`src/rtl/dgc_pkg.sv`:
```
package dgc_pkg;

  typedef enum logic [1:0] {
    ST_IDLE      = 2'd0,
    ST_WAIT_CYC  = 2'd1,
    ST_WAIT_SYNC = 2'd2,
    ST_GRANT     = 2'd3
  } grant_state_e;

  localparam int unsigned DEF_SYNC_STAGES = 2;
  localparam int unsigned DEF_RST_STAGES  = 2;

endpackage

```
`src/rtl/dgc_rst_sync.sv`:
```
module dgc_rst_sync #(
  parameter int unsigned STAGES = 2
) (
  input  logic clk_i,
  input  logic arst_ni,
  output logic rst_no
);

  logic [STAGES-1:0] chain_q;
  logic [STAGES-1:0] chain_d;

  always_comb begin
    chain_d = {chain_q[STAGES-2:0], 1'b1};
  end

  always_ff @(posedge clk_i or negedge arst_ni) begin
    if (!arst_ni) begin
      chain_q <= '0;
    end else begin
      chain_q <= chain_d;
    end
  end

  assign rst_no = chain_q[STAGES-1];

endmodule

```
`src/rtl/dgc_bit_sync.sv`:
```
module dgc_bit_sync #(
  parameter int unsigned STAGES    = 2,
  parameter logic        RESET_VAL = 1'b0
) (
  input  logic clk_i,
  input  logic rst_ni,
  input  logic d_i,
  output logic q_o
);

  logic [STAGES-1:0] stage_q;

  for (genvar g = 0; g < STAGES; g++) begin : g_stage
    logic stage_d;
    if (g == 0) begin : g_first
      assign stage_d = d_i;
    end else begin : g_next
      assign stage_d = stage_q[g-1];
      // each stage copies its predecessor one clock later
      assert_stage_shift_R4: assert property (@(posedge clk_i) disable iff (!rst_ni)
        $past(rst_ni) |-> stage_q[g] == $past(stage_q[g-1]));
    end

    always_ff @(posedge clk_i or negedge rst_ni) begin
      if (!rst_ni) begin
        stage_q[g] <= RESET_VAL;
      end else begin
        stage_q[g] <= stage_d;
      end
    end
  end

  assign q_o = stage_q[STAGES-1];

endmodule

```
`src/rtl/dgc_fall_det.sv`:
```
module dgc_fall_det (
  input  logic clk_i,
  input  logic rst_ni,
  input  logic strobe_ni,
  output logic fall_o
);

  logic prev_q;
  logic prev_d;

  always_comb begin
    prev_d = strobe_ni;
  end

  always_ff @(posedge clk_i or negedge rst_ni) begin
    if (!rst_ni) begin
      prev_q <= 1'b1;
    end else begin
      prev_q <= prev_d;
    end
  end

  assign fall_o = prev_q & ~strobe_ni;

endmodule

```
`src/rtl/dgc_enable_reg.sv`:
```
module dgc_enable_reg (
  input  logic clk_i,
  input  logic rst_ni,
  input  logic set_i,
  input  logic clr_i,
  output logic en_o
);

  logic en_q;
  logic en_d;
  logic en_we;

  always_comb begin
    en_we = set_i | clr_i;
    en_d  = set_i & ~clr_i;
  end

  always_ff @(posedge clk_i or negedge rst_ni) begin
    if (!rst_ni) begin
      en_q <= 1'b0;
    end else if (en_we) begin
      en_q <= en_d;
    end
  end

  assign en_o = en_q;

  assert_clear_wins_R2: assert property (@(posedge clk_i) disable iff (!rst_ni)
    clr_i |=> !en_q);
  assert_set_takes_R2: assert property (@(posedge clk_i) disable iff (!rst_ni)
    (set_i && !clr_i) |=> en_q);
  assert_hold_value_R2: assert property (@(posedge clk_i) disable iff (!rst_ni)
    (!set_i && !clr_i) |=> $stable(en_q));

endmodule

```
`src/rtl/dgc_grant_fsm.sv`:
```
module dgc_grant_fsm
  import dgc_pkg::*;
(
  input  logic clk_i,
  input  logic rst_ni,
  input  logic req_i,
  input  logic en_i,
  input  logic cyc_end_i,
  input  logic sync_fall_i,
  output logic grant_o,
  output logic hold_o
);

  grant_state_e state_q;
  grant_state_e state_d;

  always_comb begin
    state_d = state_q;
    unique case (state_q)
      ST_IDLE: begin
        if (req_i && en_i) state_d = ST_WAIT_CYC;
      end
      ST_WAIT_CYC: begin
        if (!req_i || !en_i)  state_d = ST_IDLE;
        else if (cyc_end_i)   state_d = ST_WAIT_SYNC;
      end
      ST_WAIT_SYNC: begin
        if (!req_i || !en_i)  state_d = ST_IDLE;
        else if (sync_fall_i) state_d = ST_GRANT;
      end
      ST_GRANT: begin
        if (!req_i) state_d = ST_IDLE;
      end
      default: state_d = ST_IDLE;
    endcase
  end

  always_ff @(posedge clk_i or negedge rst_ni) begin
    if (!rst_ni) begin
      state_q <= ST_IDLE;
    end else begin
      state_q <= state_d;
    end
  end

  assign grant_o = (state_q == ST_GRANT);
  assign hold_o  = (state_q == ST_WAIT_SYNC) || (state_q == ST_GRANT);

  // a grant starts only from a pending, suspended request on a sync fall
  assert_grant_on_sync_fall_R6: assert property (@(posedge clk_i) disable iff (!rst_ni)
    $rose(grant_o) |-> ($past(sync_fall_i) && $past(hold_o)));
  // no grant without the enable
  assert_grant_needs_enable_R3: assert property (@(posedge clk_i) disable iff (!rst_ni)
    $rose(grant_o) |-> $past(en_i));
  // suspension follows an end-of-cycle indication
  assert_hold_after_cycle_end_R5: assert property (@(posedge clk_i) disable iff (!rst_ni)
    $rose(hold_o) |-> $past(cyc_end_i));
  // a held request keeps the grant even if the enable is gone
  assert_grant_held_R8: assert property (@(posedge clk_i) disable iff (!rst_ni)
    (grant_o && req_i) |=> grant_o);
  // release of the synchronised request ends the grant on the next clock
  assert_release_R9: assert property (@(posedge clk_i) disable iff (!rst_ni)
    (grant_o && !req_i) |=> !grant_o);
  // withdrawn pending request drops the hold
  assert_pending_drop_R11: assert property (@(posedge clk_i) disable iff (!rst_ni)
    (hold_o && !grant_o && !req_i) |=> !hold_o);

endmodule

```
`src/rtl/dma_grant_ctrl.sv`:
```
module dma_grant_ctrl
  import dgc_pkg::*;
#(
  parameter int unsigned SYNC_STAGES = DEF_SYNC_STAGES,
  parameter int unsigned RST_STAGES  = DEF_RST_STAGES
) (
  input  logic clk_i,
  input  logic rst_ni,
  input  logic en_set_i,
  input  logic en_clr_i,
  input  logic dreq_ni,
  input  logic cyc_end_i,
  input  logic sync_ni,
  output logic dma_en_o,
  output logic dack_no,
  output logic bus_release_o,
  output logic dben_no,
  output logic cben_no,
  output logic core_hold_o
);

  logic rst_n_int;
  logic req_async;
  logic req_sync;
  logic sync_fall;
  logic en_flag;
  logic grant;
  logic hold;

  assign req_async = ~dreq_ni;

  dgc_rst_sync #(.STAGES(RST_STAGES)) u_rst_sync (
    .clk_i   (clk_i),
    .arst_ni (rst_ni),
    .rst_no  (rst_n_int)
  );

  dgc_bit_sync #(.STAGES(SYNC_STAGES), .RESET_VAL(1'b0)) u_req_sync (
    .clk_i  (clk_i),
    .rst_ni (rst_n_int),
    .d_i    (req_async),
    .q_o    (req_sync)
  );

  dgc_fall_det u_sync_fall (
    .clk_i     (clk_i),
    .rst_ni    (rst_n_int),
    .strobe_ni (sync_ni),
    .fall_o    (sync_fall)
  );

  dgc_enable_reg u_enable (
    .clk_i  (clk_i),
    .rst_ni (rst_n_int),
    .set_i  (en_set_i),
    .clr_i  (en_clr_i),
    .en_o   (en_flag)
  );

  dgc_grant_fsm u_fsm (
    .clk_i       (clk_i),
    .rst_ni      (rst_n_int),
    .req_i       (req_sync),
    .en_i        (en_flag),
    .cyc_end_i   (cyc_end_i),
    .sync_fall_i (sync_fall),
    .grant_o     (grant),
    .hold_o      (hold)
  );

  assign dma_en_o      = en_flag;
  assign dack_no       = ~grant;
  assign bus_release_o = grant;
  assign dben_no       = ~grant;
  assign cben_no       = ~grant;
  assign core_hold_o   = hold;

  // the core stays suspended for the whole time the bus is released
  assert_hold_covers_grant_R7: assert property (@(posedge clk_i) disable iff (!rst_n_int)
    !dack_no |-> core_hold_o);
  // an unarmed controller never suspends the core from idle
  assert_idle_when_disabled_R3: assert property (@(posedge clk_i) disable iff (!rst_n_int)
    (!core_hold_o && !dma_en_o) |=> !core_hold_o);

endmodule

```
`config.mk`:
```
export PLATFORM = sky130hd
export DESIGN_NAME = dma_grant_ctrl
export DESIGN_NICKNAME = d
export VERILOG_FILES = /design/src/rtl/dgc_pkg.sv /design/src/rtl/dgc_rst_sync.sv /design/src/rtl/dgc_bit_sync.sv /design/src/rtl/dgc_fall_det.sv /design/src/rtl/dgc_enable_reg.sv /design/src/rtl/dgc_grant_fsm.sv /design/src/rtl/dma_grant_ctrl.sv
export SDC_FILE = /design/constraint.sdc
export NUM_CORES = 1
export LEC_CHECK = 0
export BUFFER_PORTS_ARGS = -buffer_cell sky130_fd_sc_hd__clkbuf_2
export CORE_AREA = 2 2 39 41
export CTS_CLUSTER_SIZE = 8
export DETAILED_ROUTE_END_ITERATION = 16
export DIE_AREA = 0 0 41 43
export GPL_ROUTABILITY_DRIVEN = 0
export PLACE_DENSITY = 0.45
export SKIP_LAST_GASP = 1
export SYNTH_ARGS = -nofsm -noshare
export SYNTH_HDL_FRONTEND = slang
export SYNTH_HIERARCHICAL = 1
export SYNTH_SLANG_ARGS = --single-unit
```
`constraint.sdc`:
```
create_clock -name clk_i -period 1.2 [get_ports clk_i]
set_input_delay 0.24 -clock clk_i [delete_from_list [all_inputs] [get_ports clk_i]]
set_output_delay 0.24 -clock clk_i [all_outputs]
set_load 0.02 [all_outputs]
```
==> results.toml <==
[synth]
syn_inst = 24
postSynthNetCount = 31
avgSynthCellArea_um2 = 13.0
synth-seq-area-share = 0.647
ys_warn_count = 6
yosysUniqueCellTypes = 16
synth_top_area_cell = "dfrtp_1"
synth_seq_cells = 8
yosysTopAreaCellShare = 0.562
syn-cell-area_um2 = 312
netlist_top_cells_area = "dfrtp_1 (56%), dfstp_2 (8.4%), buf_4 (4.8%), nor2b_4 (4.4%), o221a_1 (3.6%)"

[routing]
wire_per_inst_um = 9.21
wirelength_met1_um = 228
dr_wl_met3_um = 44
drtPass1Iterations = 2
drc = 0
via_per_inst = 3.77
drtIter0Drc = 3
ant_nets = 0
met2WireLength_um = 242
drt_wl_total_um = 516
top_layer = "met3"
via_count = 211

[clock_tree]
cts.sinks = 8
clk_latency_ns = 0.25
clockRootBuffer = "clkbuf_4"
cts_tree = "yes"
htreeDepth = 1
cts.path.max_buffers = 2
numCtsBuffers = 3
clkSlewWorstSetupHoldPaths_ns = 0.05

[sta]
post-route-period-util = 1.02
tns_ns = -0.0792
setup_viol = 3
final.min_clock_period_ns = 1.23
fin_ws_ns = -0.0266
hold_slack_ns = 0.0950
fin_worst_skew_ns = 0.00108
fmax_mhz = 815
rsz0062_at_grt = "true"
finalMaxSlewViolations = 0
final_hold_viol_count = 0

[power_and_ir_drop]
p_clk_frac = 0.399
peakVddDrop_uv = 644
p_leak_nw = 0.231
pwr-share-comb = 0.067
p_sw_mw = 0.117
seq_power_share = 0.534
swShare = 0.213
powerDensity_mw_per_mm2 = 1180
intPower_mw = 0.433

[floorplan]
core-area_mm2 = 0.00138
start_util = 0.225
fp-row-count = 14
die-area_mm2 = 0.00176
die_h_um = 43
die_w_um = 41
io_pins = 13

[global_routing]
grt_pass1_vias = 235
antenna_found_initial = 0
globalRouteOverflowTotal = 0
grtUsageTotal = 0.0944
grt_max_degree = 7
grt_first_pass_wirelength_mm = 1.01

[worst_setup_path]
cp.required_ns = 0.96
path_max_fanout = 3
crit_type = "flip-flop to output pin"
worstRegToRegCells = 3
rr_endpoint = "u_fsm/state_q[0]"
critical_path.startpoint_type = "flip-flop"
critPathArrivalTime_ns = 0.99
r2r_slack_ns = 0.17
r2r-start = "u_fsm/state_q[0]"
cp-end-kind = "output pin"

[final_layout]
antenna_cells = 0
final_nets = 48
drive_gt1_frac = 0.550
fin_area_um2 = 467
areaGrowthSynthToFinish_pct = 49.8
final_core_util = 0.337
fin_cells = 56

[placed_design]
hpwl_um = 388
numPortBuffers = 12
placed_cell_area_um2 = 373
dp.cells = 49

[outcome]
violations = "setup timing"
status = "complete, but fails checks"

[run]
cap_violations = 0

[worst_hold_path]
hp-class = "flip-flop to async pin"
==> through the flow <==
step	power, mW	worst slack [ns]
floorplan	0.312	0.0223
global route	0.589	-0.0762
detailed placement	0.331	0.145
CTS	0.563	-0.0334
global placement	0.328	0.162
finish	0.550	-0.0266
==> worst max-delay path: stages (launching register included) <==
cell and delay (ns):
dfrtp_1 0.38, and2_4 0.17, inv_4 0.07, buf_8 0.11
==> sequential cells by signal, summed over array words and instances (netlist names) <==
signal	count
u_fsm/state_q	2
u_rst_sync/chain_q	2
u_enable/en_o	1
u_req_sync/g_stage.stage_d	1
u_req_sync/q_o	1
u_sync_fall/prev_q	1
==> placed cells by master, fill, tap and decap left out, drive strengths merged <==
cell type	synthesis	layout
nand3	1	1
nand2b	1	1
o221a	1	1
dfstp	1	1
o21ba	1	1
clkbuf	1	11
o21ai	1	1
conb	1	1
dlygate4sd3	0	1
nor2b	1	1
buf	2	7
a21boi	2	2
o21a	1	1
inv	2	2
dfrtp	7	7
and2	1	1
==> power groups by stage <==
stage / Clock [mW] / Combinational [mW] / Sequential (mW)
2_1_floorplan: 0 / 0.0124 / 0.299
3_3_place_gp: 0 / 0.0298 / 0.298
3_5_place_dp: 0 / 0.0313 / 0.299
4_1_cts: 0.232 / 0.0373 / 0.294
5_1_grt: 0.251 / 0.0413 / 0.297
6_report: 0.220 / 0.0370 / 0.294
==> synth_stat cells <==
cell and number:
a21boi_1 1, dfstp_2 1, nor2b_4 1, buf_4 2, clkbuf_1 1, o221a_1 1
conb_1 1, and2_1 1, inv_1 2, o21ai_0 1, o21ba_1 1, nand2b_1 1
o21a_1 1, a21boi_0 1, nand3_1 1, dfrtp_1 7
==> cell type report <==
class / count / area (um^2)
Multi-Input combinational cell: 11 / 86.3
Timing Repair Buffer: 15 / 121
Fill cell: 146 / 917
Sequential cell: 8 / 203
Tap cell: 16 / 20.0
Inverter: 2 / 10.0
Clock buffer: 4 / 26.3
==> what timing repair did <==
item                                   in CTS  in global routing
buffers inserted                            2                  0
hold buffers                                1                  0
gates cloned                                0                  0
gates resized for setup                     8                  8
setup endpoints to repair                   4                  6
pin swaps                                   1                  1
endpoints found under the hold margin       2                  0
==> kinds of logic (layout without fill, tap and decap cells) <==
logic type | after synthesis | after routing | share of synthesized area
DFF | 8 | 8 | 0.647
AOI/OAI and AO/OA | 6 | 6 | 0.157
buffers and inverters | 5 | 21 | 0.0843
and+or+nand+nor | 4 | 4 | 0.100
other | 1 | 1 | 0.0120
==> how the worst max path moves through the flow <==
stage	end	startpoint	slack [ns]
after floorplan	dack_no	u_fsm/state_q[0]	0.02
after global placement	dack_no	u_fsm/state_q[0]	0.16
after detailed placement	cben_no	u_fsm/state_q[0]	0.15
after CTS	dack_no	u_fsm/state_q[1]	-0.03
after global routing	dack_no	u_fsm/state_q[0]	-0.08
final	dack_no	u_fsm/state_q[0]	-0.03
==> routing by layer <==
| layer | GRT usage | up-vias |
|---|---|---|
| met2 | 0.122 | 8 |
| met4 | 0.0600 | 0 |
| met3 | 0.0785 | 0 |
| met1 | 0.100 | 97 |
| met5 | 0 | - |
| li1 | - | 106 |
(Power assumes the default switching activity.)
